$ cat src/rtl/adc_seq_pkg.sv
package adc_seq_pkg;
  typedef enum logic [1:0] {
    PH_IDLE   = 2'd0,
    PH_SAMPLE = 2'd1,
    PH_CONV   = 2'd2,
    PH_WRITE  = 2'd3
  } phase_e;
endpackage

$ cat src/rtl/adc_mcyc_timer.sv
module adc_mcyc_timer #(
  parameter int MCYC_LEN = 6
) (
  input  logic clk_i,
  input  logic rst_ni,
  output logic boundary_o
);
  localparam int CW = (MCYC_LEN > 1) ? $clog2(MCYC_LEN) : 1;
  localparam logic [CW-1:0] LAST = CW'(MCYC_LEN - 1);

  logic [CW-1:0] cnt_q;

  always_ff @(posedge clk_i or negedge rst_ni) begin
    if (!rst_ni)            cnt_q <= '0;
    else if (cnt_q == LAST) cnt_q <= '0;
    else                    cnt_q <= cnt_q + 1'b1;
  end

  assign boundary_o = (cnt_q == LAST);
endmodule

$ cat src/rtl/adc_phase_fsm.sv
module adc_phase_fsm
  import adc_seq_pkg::*;
#(
  parameter int BITS        = 10,
  parameter int SAMPLE_MULT = 2,
  parameter int CONV_MULT   = 10,
  parameter int BASE_LOG2   = 2
) (
  input  logic clk_i,
  input  logic rst_ni,
  input  logic start_i,
  input  logic boundary_i,
  input  logic div_sel_i,
  output logic busy_o,
  output logic sar_load_o,
  output logic sar_dec_o,
  output logic irq_set_o,
  output logic write_o
);
  localparam int MAX_SCALE = 2 << BASE_LOG2;
  localparam int SLOT_W    = $clog2(CONV_MULT * MAX_SCALE + 1);

  phase_e            state_q;
  logic [SLOT_W-1:0] slot_q;
  logic              pend_q;
  logic              scale8_q;

  logic [SLOT_W-1:0] scale_w, mask_w, sample_len, conv_len, dec_span, phase_len;
  logic              last_slot;

  assign scale_w    = scale8_q ? SLOT_W'(MAX_SCALE) : SLOT_W'(MAX_SCALE / 2);
  assign mask_w     = scale_w - 1'b1;
  assign sample_len = SLOT_W'(SAMPLE_MULT) * scale_w;
  assign conv_len   = SLOT_W'(CONV_MULT) * scale_w;
  assign dec_span   = SLOT_W'(BITS) * scale_w;
  assign phase_len  = (state_q == PH_SAMPLE) ? sample_len : conv_len;
  assign last_slot  = (slot_q == phase_len - 1'b1);

  assign busy_o     = (state_q == PH_SAMPLE) || (state_q == PH_CONV);
  assign write_o    = (state_q == PH_WRITE);
  assign sar_load_o = (state_q == PH_SAMPLE) && last_slot && !start_i;
  assign sar_dec_o  = (state_q == PH_CONV) && ((slot_q & mask_w) == mask_w) &&
                      (slot_q < dec_span) && !start_i;
  assign irq_set_o  = (state_q == PH_CONV) && last_slot && !start_i;

  always_ff @(posedge clk_i or negedge rst_ni) begin
    if (!rst_ni) begin
      state_q  <= PH_IDLE;
      slot_q   <= '0;
      pend_q   <= 1'b0;
      scale8_q <= 1'b0;
    end else begin
      pend_q <= pend_q | start_i;
      unique case (state_q)
        PH_IDLE: begin
          if (pend_q && boundary_i) begin
            state_q  <= PH_SAMPLE;
            slot_q   <= '0;
            pend_q   <= 1'b0;
            scale8_q <= div_sel_i;
          end
        end
        PH_SAMPLE, PH_CONV: begin
          if (start_i) begin
            state_q <= PH_IDLE;
            slot_q  <= '0;
          end else if (last_slot) begin
            state_q <= (state_q == PH_SAMPLE) ? PH_CONV : PH_WRITE;
            slot_q  <= '0;
          end else begin
            slot_q <= slot_q + 1'b1;
          end
        end
        PH_WRITE: begin
          state_q <= PH_IDLE;
          slot_q  <= '0;
        end
        default: state_q <= PH_IDLE;
      endcase
    end
  end

  AST_LAUNCH_ON_BOUNDARY: assert property (@(posedge clk_i) disable iff (!rst_ni)
    (state_q == PH_SAMPLE && $past(state_q) == PH_IDLE) |-> $past(boundary_i) && $past(pend_q));
  AST_WRITE_FOLLOWS_CONV: assert property (@(posedge clk_i) disable iff (!rst_ni)
    (state_q == PH_WRITE) |-> ($past(state_q) == PH_CONV) && !$past(start_i));
  AST_ABORT_DROPS_BUSY: assert property (@(posedge clk_i) disable iff (!rst_ni)
    (busy_o && start_i) |=> !busy_o);
  AST_SCALE_FROZEN: assert property (@(posedge clk_i) disable iff (!rst_ni)
    (busy_o && $past(busy_o)) |-> $stable(scale8_q));
endmodule

$ cat src/rtl/adc_sar_reg.sv
module adc_sar_reg #(
  parameter int BITS = 10
) (
  input  logic            clk_i,
  input  logic            rst_ni,
  input  logic            load_i,
  input  logic            dec_i,
  input  logic            cmp_i,
  output logic [BITS-1:0] code_o
);
  logic [BITS-1:0] code_q;
  logic [BITS-1:0] ptr_q;
  logic [BITS-1:0] ptr_nxt;

  assign ptr_nxt = ptr_q >> 1;

  always_ff @(posedge clk_i or negedge rst_ni) begin
    if (!rst_ni)     ptr_q <= '0;
    else if (load_i) ptr_q <= {1'b1, {(BITS-1){1'b0}}};
    else if (dec_i)  ptr_q <= ptr_nxt;
  end

  for (genvar g = 0; g < BITS; g++) begin : g_bit
    always_ff @(posedge clk_i or negedge rst_ni) begin
      if (!rst_ni)     code_q[g] <= 1'b0;
      else if (load_i) code_q[g] <= (g == BITS - 1);
      else if (dec_i) begin
        if (ptr_q[g])        code_q[g] <= cmp_i;
        else if (ptr_nxt[g]) code_q[g] <= 1'b1;
      end
    end
  end

  assign code_o = code_q;

  AST_DECIDE_WHILE_ARMED: assert property (@(posedge clk_i) disable iff (!rst_ni)
    dec_i |-> (ptr_q != '0));
  AST_ONE_TRIAL_BIT: assert property (@(posedge clk_i) disable iff (!rst_ni)
    $onehot0(ptr_q));
endmodule

$ cat src/rtl/adc_result_flags.sv
module adc_result_flags #(
  parameter int BITS = 10
) (
  input  logic            clk_i,
  input  logic            rst_ni,
  input  logic            set_i,
  input  logic            clr_i,
  input  logic            write_i,
  input  logic [BITS-1:0] code_i,
  output logic            irq_o,
  output logic [BITS-1:0] result_o
);
  logic            irq_q;
  logic [BITS-1:0] result_q;

  always_ff @(posedge clk_i or negedge rst_ni) begin
    if (!rst_ni)     irq_q <= 1'b0;
    else if (set_i)  irq_q <= 1'b1;
    else if (clr_i)  irq_q <= 1'b0;
  end

  always_ff @(posedge clk_i or negedge rst_ni) begin
    if (!rst_ni)      result_q <= '0;
    else if (write_i) result_q <= code_i;
  end

  assign irq_o    = irq_q;
  assign result_o = result_q;

  AST_IRQ_RISE_ON_SET: assert property (@(posedge clk_i) disable iff (!rst_ni)
    $rose(irq_q) |-> $past(set_i));
  AST_IRQ_STICKY: assert property (@(posedge clk_i) disable iff (!rst_ni)
    (irq_q && !set_i && !clr_i) |=> irq_q);
  AST_RESULT_ONLY_IN_WRITE: assert property (@(posedge clk_i) disable iff (!rst_ni)
    !$stable(result_q) |-> $past(write_i));
endmodule

$ cat src/rtl/adc_seq_ctrl.sv
module adc_seq_ctrl #(
  parameter int BITS        = 10,
  parameter int MCYC_LEN    = 6,
  parameter int SAMPLE_MULT = 2,
  parameter int CONV_MULT   = 10,
  parameter int BASE_LOG2   = 2
) (
  input  logic            clk_i,
  input  logic            rst_ni,
  input  logic            start_wr_i,
  input  logic            div_sel_i,
  input  logic            cmp_i,
  input  logic            irq_clr_i,
  output logic            busy_o,
  output logic            irq_o,
  output logic [BITS-1:0] trial_o,
  output logic [BITS-1:0] result_o
);
  logic boundary, sar_load, sar_dec, irq_set, write_ph;
  logic [BITS-1:0] code;

  adc_mcyc_timer #(.MCYC_LEN(MCYC_LEN)) u_timer (
    .clk_i(clk_i), .rst_ni(rst_ni), .boundary_o(boundary)
  );

  adc_phase_fsm #(
    .BITS(BITS), .SAMPLE_MULT(SAMPLE_MULT), .CONV_MULT(CONV_MULT), .BASE_LOG2(BASE_LOG2)
  ) u_fsm (
    .clk_i(clk_i), .rst_ni(rst_ni), .start_i(start_wr_i), .boundary_i(boundary),
    .div_sel_i(div_sel_i), .busy_o(busy_o), .sar_load_o(sar_load),
    .sar_dec_o(sar_dec), .irq_set_o(irq_set), .write_o(write_ph)
  );

  adc_sar_reg #(.BITS(BITS)) u_sar (
    .clk_i(clk_i), .rst_ni(rst_ni), .load_i(sar_load), .dec_i(sar_dec),
    .cmp_i(cmp_i), .code_o(code)
  );

  adc_result_flags #(.BITS(BITS)) u_flags (
    .clk_i(clk_i), .rst_ni(rst_ni), .set_i(irq_set), .clr_i(irq_clr_i),
    .write_i(write_ph), .code_i(code), .irq_o(irq_o), .result_o(result_o)
  );

  assign trial_o = code;

  AST_IRQ_WITH_BUSY_FALL: assert property (@(posedge clk_i) disable iff (!rst_ni)
    $rose(irq_o) |-> $fell(busy_o));
endmodule

$ cat config.mk
export PLATFORM = sky130hd
export DESIGN_NAME = adc_seq_ctrl
export DESIGN_NICKNAME = d
export VERILOG_FILES = /design/src/rtl/adc_seq_pkg.sv /design/src/rtl/adc_mcyc_timer.sv /design/src/rtl/adc_phase_fsm.sv /design/src/rtl/adc_sar_reg.sv /design/src/rtl/adc_result_flags.sv /design/src/rtl/adc_seq_ctrl.sv
export SDC_FILE = /design/constraint.sdc
export NUM_CORES = 1
export LEC_CHECK = 0
export ABC_AREA = 1
export BUFFER_PORTS_ARGS = -buffer_cell sky130_fd_sc_hd__buf_2
export CAP_MARGIN = 25
export CORE_MARGIN = 2
export CORE_UTILIZATION = 40
export CTS_BUF_LIST = sky130_fd_sc_hd__clkbuf_8
export CTS_CLUSTER_DIAMETER = 30
export DETAILED_ROUTE_END_ITERATION = 12
export PLACE_DENSITY = 0.59
export SKIP_LAST_GASP = 1
export SLEW_MARGIN = 20
export SYNTH_ARGS = -nofsm -noshare
export SYNTH_HDL_FRONTEND = slang
export SYNTH_HIERARCHICAL = 1
export SYNTH_SLANG_ARGS = --single-unit
$ cat constraint.sdc
create_clock -name clk_i -period 5.3 [get_ports clk_i]
set_input_delay 0.265 -clock clk_i [delete_from_list [all_inputs] [get_ports clk_i]]
set_output_delay 0.265 -clock clk_i [all_outputs]
set_load 0.005 [all_outputs]
==> flow_metrics.py, run 1 <==
metrics = {
    "timing": {
        "finalSetupTns_ns": 0,
        "finalSetupViolations": 0,
        "worst_slack_ns": 2.86,
        "worstMarginPinSlew_ns": 0.752,
        "slew_headroom_pct": 49.8,
        "rsz0062_at_grt": "false",
        "finClkSkew_ns": 0.00205,
        "slew_viol_final": 0,
        "finalHoldViolations": 0,
        "layout_min_cycle_time_ns": 2.44,
        "finalCritPeriodShare_pct": 46.0,
        "clock.fmax_mhz": 410,
    },
    "power_and_ir_drop": {
        "comb_power_share_pct": 28.3,
        "powerDensity_nw_per_um2": 391,
        "ir_worst_vdd_uv": 226,
        "pwr-share-seq_pct": 42.5,
        "cellInternalPower_w": 0.000702,
        "p_leak_nw": 1.40,
        "pwr-share-clk_pct": 29.2,
        "switching_share_pct": 32.6,
        "switching_power_w": 0.000340,
    },
    "finish": {
        "insertedDiodeCount": 0,
        "final_cell_count_no_fill": 383,
        "fillers": 570,
        "layout-drive-gt1-share_pct": 19.6,
        "final_core_util_pct": 47.5,
        "syn_to_final_growth_pct": 12.8,
        "nets": 325,
    },
    "synth": {
        "synth_fp_nets": 295,
        "ys_warn_count": 6,
        "synthFlopType": "dfrtp_1",
        "synth.most_common_cell": "nand2_1",
        "synth-edff-count": 0,
        "syn_inst": 280,
        "syn_area_per_cell_um2": 8.43,
        "syn_area_um2": 2360,
        "synth-seq-cells": 45,
        "synth.distinct_cells": 32,
        "ys_top_cells_by_area": "dfrtp_1 48%, nand2_1 16%, ha_1 4.8%, inv_1 4.0%, a21oi_1 3.8%",
        "yosys.area.top_type": "dfrtp_1",
        "synth_common_cells": "99 x nand2_1, 45 x dfrtp_1, 25 x inv_1",
        "synthArstFlopShare_pct": 100,
        "ys_seq_area_share_pct": 47.7,
        "netlist.area_leader.share_pct": 47.7,
    },
    "route": {
        "firstDrtPassIters": 4,
        "drtAntennaViolNets": 0,
        "wl_um": 4500,
        "drt-initial-drc-count": 55,
        "vias": 1797,
        "post-route-drc-count": 0,
        "post_drt_via_cell_ratio": 4.69,
        "wl_per_cell_um": 11.7,
    },
    "setup_path": {
        "ff2ff_setup_slack_ns": 2.86,
        "arrival_ns": 2.64,
        "crit_path_max_fanout": 19,
        "crit_path_end_kind": "register",
        "startpoint_type": "register",
        "crit_type": "register to register",
        "required_ns": 5.50,
        "reg2reg_depth": 10,
        "rr_startpoint": "u_fsm/slot_q[3]",
        "rr_endpoint": "u_sar/code_o[0]",
    },
    "clock_tree": {
        "postCtsSetupBuffers": 0,
        "h-tree-depth": 2,
        "cts_tree": "done",
        "cts_sinks": 45,
        "clk_latency_ns": 0.30,
        "cts_root_buf": "clkbuf_8",
        "cts_buffers": 5,
        "clk_pin_slew_ns": 0.08,
        "clk_path_buf_depth": 2,
        "ctsHoldBuffers": 0,
        "ctsResizeCount": 0,
    },
    "floorplanning": {
        "die_w_um": 80.8,
        "start_util_pct": 42.1,
        "core_um2": 5610,
        "num_rows": 27,
        "die_area_um2": 6530,
        "die_y_um": 80.8,
        "pin_count": 28,
    },
    "grt": {
        "grt_max_degree": 46,
        "grtUsageTotal_pct": 15.6,
        "antenna_found_initial": 0,
        "grt_pass1_wl_um": 7710,
        "grt_pass1_vias": 1693,
        "grt_overflow": 0,
    },
    "worst_hold_path": {
        "hold_depth": 4,
        "hold_end": "u_flags/irq_o",
        "hp-class": "input port to register",
        "worstHoldStart": "irq_clr_i",
    },
    "place": {
        "gp_congestion": 0.806,
        "dp_hpwl_um": 3290,
        "dpl.cell_count": 374,
        "numPortBuffers": 27,
        "dp_slack_ns": 2.88,
    },
    "run_status": {
        "run_status": "completed",
    },
    "flow_run": {
        "cap_violations": 0,
    },
}
[routing by layer]
layer	up-vias	part of all wire, %	track usage [%]
met2	40	41	22.1
met5	-	0	0
li1	948	-	-
met3	4	5.4	4.00
met4	0	1.6	6.61
met1	805	52	22.5
[cells by family after synthesis]
| group | synth area share [%] |
|---|---|
| buffers and inverters | 8.91 |
| AND/OR/NAND/NOR | 30.7 |
| adder cells (fa/ha/maj) | 4.77 |
| flip-flops | 47.7 |
| AO/OA/AOI/OAI | 7.53 |
| XOR/XNOR | 0.371 |
[cells in the final DEF, fill, tap and decap left out, drive strengths merged]
cell type    count
bufinv           2
o21ai           11
a21oi           18
nand3b           1
ha               9
nand3           27
dfrtp           45
nor3b            1
nor3             2
dlygate4sd3      1
nand4            2
nand2          104
a21o             1
buf             28
or2              2
clkbuf           5
o31ai            1
xor2             1
inv             29
nor2            16
o22ai            1
clkinv           4
[critical path, cell delays in order (launching register included)]
cell	delay [ns]
dfrtp_1	0.43
ha_1	0.33
o21ai_0	0.16
nand2_1	0.07
a21o_1	0.15
a21oi_1	0.58
inv_2	0.22
nand2_8	0.22
nand2_1	0.07
nand2_1	0.05
nand2_1	0.05
[through the flow]
stage,area [µm²],power (W),hold slack (ns)
after floorplan,2360,0.000646,-0.0306
after global placement,2520,0.000740,0.449
after detailed placement,2520,0.000745,0.453
after CTS,2650,0.00106,0.170
after global routing,2660,0.00112,0.204
final,2660,0.00104,0.186
[sequential cells by signal, indices dropped and copies added (netlist names)]
register	cells
u_fsm/slot_q	7
u_fsm/scale8_q	1
u_sar/code_o	10
u_flags/irq_o	1
u_timer/cnt_q	3
u_flags/result_o	10
u_fsm/state_q	2
u_sar/ptr_q	10
u_fsm/pend_q	1
[power by group through the flow]
stage / combinational, W / sequential (W) / clock (W)
after detailed placement: 0.000296 / 0.000449 / 0
after CTS: 0.000298 / 0.000443 / 0.000316
final: 0.000295 / 0.000442 / 0.000305
after floorplan: 0.000198 / 0.000448 / 0
after global placement: 0.000293 / 0.000447 / 0
after global routing: 0.000335 / 0.000451 / 0.000330
[area by class of cell]
type                    count  area (µm²)  area share (%)
well taps                  72        90.1            3.38
flip-flops and latches     45        1130            42.3
inverters                  32         129            4.84
multi-input cells         197        1030            38.6
clock buffers               5        68.8            2.58
repair buffers             29         155            5.83
clock inverters             3        65.1            2.44
[worst max path at each step]
| stage | start | end | slack (ns) | depth (start not counted) |
|---|---|---|---|---|
| 6_report | u_fsm/slot_q[3] | u_sar/code_o[0] | 2.86 | 10 |
| 3_3_place_gp | u_fsm/slot_q[3] | u_sar/code_o[4] | 2.96 | 10 |
| 4_1_cts | u_fsm/slot_q[3] | u_sar/code_o[0] | 2.86 | 10 |
| 3_5_place_dp | u_fsm/slot_q[3] | u_sar/code_o[0] | 2.88 | 10 |
| 2_1_floorplan | u_fsm/slot_q[3] | u_sar/code_o[0] | 3.41 | 13 |
| 5_1_grt | u_fsm/slot_q[3] | u_sar/code_o[0] | 2.66 | 10 |
(Power assumes the default switching activity.)
==> run 2: changes to the inputs <==
--- a/config.mk
+++ b/config.mk
@@ -13,7 +13,7 @@
 export CTS_BUF_LIST = sky130_fd_sc_hd__clkbuf_8
 export CTS_CLUSTER_DIAMETER = 30
 export DETAILED_ROUTE_END_ITERATION = 12
-export PLACE_DENSITY = 0.59
+export PLACE_DENSITY = 0.62
 export SKIP_LAST_GASP = 1
 export SLEW_MARGIN = 20
 export SYNTH_ARGS = -nofsm -noshare
==> constraint.sdc (replaced) <==
create_clock -name clk_i -period 2.03 [get_ports clk_i]
set_input_delay 0.1015 -clock clk_i [delete_from_list [all_inputs] [get_ports clk_i]]
set_output_delay 0.1015 -clock clk_i [all_outputs]
set_load 0.005 [all_outputs]
==> run 2 against run 1 <==
Fmax up 28%. Clock power grew 75%. Final area is 3.3% higher. Largest power group unchanged. Clock skew is 0.0022 ns higher. Sequential power grew to 2.6 times the previous value. Critical endpoint is now u_sar/code_o[9]. Flip-flop and latch count did not move. First-iteration DRC count grew 150%. Die area stayed put.
==> flow_metrics.py, run 2 (synthesis results as in run 1) <==
metrics = {
    "run_status": {
        "run_status": "completed",
    },
    "setup_path": {
        "path_cells": "inv_1, ha_1, nor2_2, nor2_1, nor2_1, nand3_2, nor3_4, buf_12, buf_4, a21oi_1, nand2_1, o21ai_0",
        "crit_slowest_cell": "dfrtp_1",
        "startpoint_type": "register",
        "required_ns": 2.20,
        "arrival_ns": 2.08,
        "cpMostUsedCell": "nor2_1",
        "crit_type": "register to register",
        "critical_path.max_stage_delay_ns": 0.40,
        "crit_path_max_fanout": 10,
        "crit_path_end_kind": "register",
    },
    "power_and_ir_drop": {
        "p_leak_nw": 1.46,
        "ir_worst_vdd_uv": 449,
        "pwr-share-seq_pct": 45.8,
        "comb_power_share_pct": 32.9,
        "cellInternalPower_w": 0.00161,
        "powerDensity_nw_per_um2": 913,
        "p_total_w": 0.00251,
        "pwr-share-clk_pct": 21.3,
        "switching_power_w": 0.000899,
        "switching_share_pct": 35.8,
    },
    "timing": {
        "finalHoldViolations": 0,
        "clock.fmax_mhz": 526,
        "worstMarginPinSlew_ns": 0.486,
        "slew_headroom_pct": 67.6,
        "layout_min_cycle_time_ns": 1.90,
        "finalSetupViolations": 0,
        "slew_viol_final": 0,
        "finalCritPeriodShare_pct": 93.7,
        "finClkSkew_ns": 0.00424,
        "whs_ns": 0.0352,
    },
    "grt": {
        "grt_overflow": 0,
        "grt_pass1_wl_um": 7980,
        "grtUsageTotal_pct": 15.8,
        "grt_pass1_vias": 1690,
        "grt_max_degree": 46,
        "antenna_found_initial": 0,
    },
    "clock_tree": {
        "cts_tree": "done",
        "cts_root_buf": "clkbuf_8",
        "clk_pin_slew_ns": 0.08,
        "clk_latency_ns": 0.29,
        "h-tree-depth": 2,
        "cts_sinks": 45,
        "cts_buffers": 5,
        "clk_path_buf_depth": 2,
    },
    "place": {
        "gp_congestion": 0.804,
        "dp_hpwl_um": 3340,
        "numPortBuffers": 27,
    },
    "route": {
        "post-route-drc-count": 0,
        "vias": 1843,
        "wl_per_cell_um": 11.8,
        "drtAntennaViolNets": 0,
        "post_drt_via_cell_ratio": 4.65,
        "drt-initial-drc-count": 136,
        "firstDrtPassIters": 4,
        "wl_um": 4660,
    },
    "finish": {
        "syn_to_final_growth_pct": 16.5,
        "insertedDiodeCount": 0,
        "final_cell_mix": "99 x nand2_1, 45 x dfrtp_1, 27 x buf_2",
        "layout-drive-gt1-share_pct": 23.8,
        "fillers": 532,
        "final_common_cell": "nand2_1",
        "nets": 338,
    },
    "worst_hold_path": {
        "hp-class": "input port to register",
    },
    "floorplanning": {
        "core_um2": 5610,
        "die_w_um": 80.8,
        "start_util_pct": 42.1,
        "pin_count": 28,
        "die_area_um2": 6530,
        "num_rows": 27,
        "die_y_um": 80.8,
    },
    "flow_run": {
        "cap_violations": 0,
    },
}
run 2: power groups by stage:
stage / logic (W) / registers (W) / clock network (W)
2_1_floorplan: 0.000517 / 0.00117 / 0
3_3_place_gp: 0.000787 / 0.00116 / 0
3_5_place_dp: 0.000798 / 0.00117 / 0
4_1_cts: 0.000805 / 0.00115 / 0.000562
5_1_grt: 0.000954 / 0.00117 / 0.000613
6_report: 0.000825 / 0.00115 / 0.000535
run 2: path summary, 6_finish.rpt:
kind | start | to | slack [ns] | cells past startpoint
max | u_fsm/state_q[1] | u_sar/code_o[9] | 0.13 | 12
min | irq_clr_i | u_flags/irq_o | 0.04 | 4
max reg2reg | u_fsm/state_q[1] | u_sar/code_o[9] | 0.13 | 12
min reg2reg | u_flags/result_o[5] | u_flags/result_o[5] | 0.47 | 2
max in group asynchronous | rst_ni | u_sar/ptr_q[4] | 1.51 | 3
min in group asynchronous | rst_ni | u_fsm/slot_q[2] | 0.30 | 3
run 2: layout make-up:
class	count	area (µm²)	area share, %
clock buffers	5	68.8	2.50
inverters	32	129	4.69
flip-flops and latches	45	1130	40.9
repair buffers	41	268	9.74
clock inverters	3	17.5	0.637
multi-input cells	198	1050	38.2
well taps	72	90.1	3.28
run 2: routing by layer:
metal	GRT usage [%]	share of wire, %	vias up
met5	0	0	-
met4	6.10	1.2	0
met3	2.67	3.8	5
met2	23.6	43	30
met1	22.9	52	831
li1	-	-	977
run 2: critical path, delay by kind of cell (launching register included):
kind	cells	cell delay [ns]
buf+inv	3	0.39
fa+ha+maj	1	0.24
flops	1	0.40
simple gates	6	0.62
compound gates	2	0.15
run 2: stage by stage:
step,setup TNS [ns],setup WS (ns),std cells,cell area [µm²],utilization (%)
floorplan,0,0.143,280,2360,-
global placement,0,0.121,379,2580,46.0
detailed placement,0,0.0914,379,2580,46.0
CTS,0,0.0654,388,2680,47.7
global route,-0.0109,-0.0109,396,2750,49.0
finish,0,0.128,396,2750,49.0
run 2: repair_timing:
action | 4_1_cts | 5_1_grt
gates resized for setup | 0 | 5
setup buffers | 0 | 7
hold buffers | 1 | 0
endpoints found under the hold margin | 45 | 0
setup endpoints to repair | 0 | 9
==> run 3: changes to the inputs <==
--- a/config.mk
+++ b/config.mk
@@ -18,5 +18,4 @@
 export SLEW_MARGIN = 20
 export SYNTH_ARGS = -nofsm -noshare
 export SYNTH_HDL_FRONTEND = slang
-export SYNTH_HIERARCHICAL = 1
 export SYNTH_SLANG_ARGS = --single-unit
==> run 3 against run 2 <==
Power down 24%. Critical path depth down 3. Clock-buffer cell count unchanged. Clock skew up 0.0023 ns. Worst setup slack better by 0.012 ns. Cell count down 2.3%. Area after synthesis down 1.5%. First-iteration DRC count down 47%.
==> flow_metrics.py, run 3 <==
metrics = {
    "run_status": {
        "run_status": "completed",
    },
    "timing": {
        "worst_slack_ns": 0.140,
        "slew_headroom_pct": 55.5,
        "clock.fmax_mhz": 529,
        "finalSetupViolations": 0,
        "finalSetupTns_ns": 0,
        "worstMarginPinSlew_ns": 0.663,
        "rsz0062_at_grt": "false",
        "finalCritPeriodShare_pct": 93.1,
        "finalHoldViolations": 0,
        "slew_viol_final": 0,
        "finClkSkew_ns": 0.00659,
        "layout_min_cycle_time_ns": 1.89,
    },
    "finish": {
        "layout-drive-gt1-share_pct": 19.0,
        "final_cell_count_no_fill": 387,
        "final_common_cell": "nand2_1",
        "stdcell_area_um2": 2650,
        "final_cell_mix": "83 x nand2_1, 44 x dfrtp_1, 40 x inv_1",
        "insertedDiodeCount": 0,
        "nets": 329,
        "syn_to_final_growth_pct": 14.1,
    },
    "floorplanning": {
        "die_w_um": 80.2,
        "die_y_um": 80.2,
        "die_area_um2": 6440,
        "num_rows": 27,
        "pin_count": 28,
        "core_um2": 5570,
        "start_util_pct": 41.7,
    },
    "power_and_ir_drop": {
        "pwr-share-clk_pct": 27.8,
        "powerDensity_nw_per_um2": 717,
        "cellInternalPower_w": 0.00131,
        "ir_worst_vdd_uv": 377,
        "p_leak_nw": 1.44,
        "switching_share_pct": 31.4,
        "comb_power_share_pct": 20.8,
        "pwr-share-seq_pct": 51.4,
        "p_total_w": 0.00190,
        "switching_power_w": 0.000596,
    },
    "route": {
        "firstDrtPassIters": 4,
        "post-route-drc-count": 0,
        "drtAntennaViolNets": 0,
        "vias": 1801,
        "post_drt_via_cell_ratio": 4.65,
        "wl_um": 4290,
        "drt-initial-drc-count": 72,
        "wl_per_cell_um": 11.1,
    },
    "place": {
        "dp_hpwl_um": 3020,
        "dpl.cell_count": 376,
        "gp_congestion": 0.758,
        "dp_slack_ns": 0.135,
        "numPortBuffers": 27,
        "dpl_cell_area_um2": 2530,
    },
    "setup_path": {
        "cpMostUsedCell": "inv_1",
        "crit_path_max_fanout": 14,
        "required_ns": 2.20,
        "crit_cells": 9,
        "crit_slowest_cell": "dfrtp_2",
        "startpoint_type": "register",
        "crit_type": "register to register",
        "ff2ff_setup_slack_ns": 0.14,
        "reg2reg_depth": 9,
        "crit_buf_inv": 3,
        "rr_endpoint": "u_sar.code_o[9]",
        "critPathLaunch": "u_fsm.scale8_q",
        "critical_path.top_delay_family": "flip-flops",
        "path_cells": "inv_1, ha_1, nand2_1, inv_1, a21oi_1, nand4_2, buf_6, o21ai_0, nand3_1",
        "rr_startpoint": "u_fsm.scale8_q",
        "critical_path.endpoint": "u_sar.code_o[9]",
        "critical_path.max_stage_delay_ns": 0.42,
        "crit_path_end_kind": "register",
        "arrival_ns": 2.06,
    },
    "synth": {
        "synth.distinct_cells": 25,
        "yosys.area.top_type": "dfrtp_1",
        "syn_area_um2": 2320,
        "synth_common_cells": "83 x nand2_1, 45 x dfrtp_1, 39 x inv_1",
        "synth.most_common_cell": "nand2_1",
        "syn_area_per_cell_um2": 8.30,
        "synth-seq-cells": 45,
        "ys_seq_area_share_pct": 48.4,
        "synthArstFlopShare_pct": 100,
        "ys_top_cells_by_area": "dfrtp_1 48%, nand2_1 13%, inv_1 6.3%, nand3_1 5.6%, ha_1 4.8%",
        "synthFlopType": "dfrtp_1",
        "netlist.area_leader.share_pct": 48.4,
        "synth_fp_nets": 295,
        "synth-edff-count": 0,
        "ys_warn_count": 0,
        "syn_inst": 280,
    },
    "grt": {
        "globalRouteMet1Util_pct": 21.5,
        "grtUsageTotal_pct": 14.8,
        "grt_pass1_wl_um": 7530,
        "use_met3_pct": 2.58,
        "grt_pass1_vias": 1690,
        "grt_overflow": 0,
        "met2_usage_pct": 22.6,
        "antenna_found_initial": 0,
        "grt_max_degree": 46,
        "grt.busiest_layer": "met2",
    },
    "clock_tree": {
        "clk_path_buf_depth": 2,
        "cts_buffers": 5,
        "cts_tree": "done",
        "h-tree-depth": 2,
        "cts_sinks": 45,
        "cts_root_buf": "clkbuf_8",
        "clk_latency_ns": 0.29,
        "clk_pin_slew_ns": 0.08,
    },
    "flow_run": {
        "cap_violations": 0,
    },
    "worst_hold_path": {
        "hp-class": "input port to register",
    },
}
run 3: area by class of cell:
class,count,area [µm²]
Fill cell,557,2920
Sequential cell,45,1130
Multi-Input combinational cell,181,976
Timing Repair Buffer,35,204
Inverter,46,173
Tap cell,72,90.1
Clock buffer,5,68.8
Clock inverter,3,13.8
run 3: repair_timing:
action | 4_1_cts | 5_1_grt
setup buffers | 0 | 1
resized for setup | 0 | 3
endpoints found under the setup margin | 0 | 16
hold endpoints to repair | 46 | 0
hold buffers | 2 | 0
run 3: metal layers:
| layer | routed length [µm] | vias to the layer above |
|---|---|---|
| li1 | - | 952 |
| met1 | 2340 | 813 |
| met2 | 1730 | 30 |
| met3 | 155 | 6 |
| met4 | 65 | 0 |
| met5 | 0 | - |
run 3: worst min path at each step:
stage	startpoint	depth (start not counted)	to	slack, ns
2_1_floorplan	rst_ni	0	u_flags.irq_o	-0.19
5_1_grt	cmp_i	3	u_sar.code_o[9]	0.05
4_1_cts	cmp_i	3	u_sar.code_o[9]	0.04
3_5_place_dp	rst_ni	2	u_timer.cnt_q[0]	0.23
6_report	cmp_i	3	u_sar.code_o[9]	0.04
3_3_place_gp	rst_ni	2	u_timer.cnt_q[0]	0.22
run 3: power by group through the flow:
stage	combinational (W)	clock, W	sequential [W]
floorplan	0.000285	0	0.000986
global placement	0.000371	0	0.000993
detailed placement	0.000374	0	0.000996
CTS	0.000380	0.000559	0.000977
global route	0.000457	0.000586	0.000987
finish	0.000396	0.000529	0.000977
run 3: cells by family after synthesis:
group,Yosys count,share of synthesized area (%)
flops,45,48.4
buf+inv,54,9.96
mux,10,4.84
fa+ha+maj,9,4.84
simple gates,130,24.5
compound gates,30,6.67
xor+xnor,2,0.754
run 3: worst min-delay path: cells and delay by family:
kind | cells | cell delay [ns]
buffers and inverters | 1 | 0.09
and+or+nand+nor | 2 | 0.11
run 3: metrics by stage:
| stage | hold slack [ns] | util (%) |
|---|---|---|
| after floorplan | -0.194 | - |
| after global placement | 0.224 | 45.4 |
| after detailed placement | 0.226 | 45.4 |
| after CTS | 0.0350 | 47.2 |
| after global routing | 0.0499 | 47.6 |
| final | 0.0420 | 47.6 |
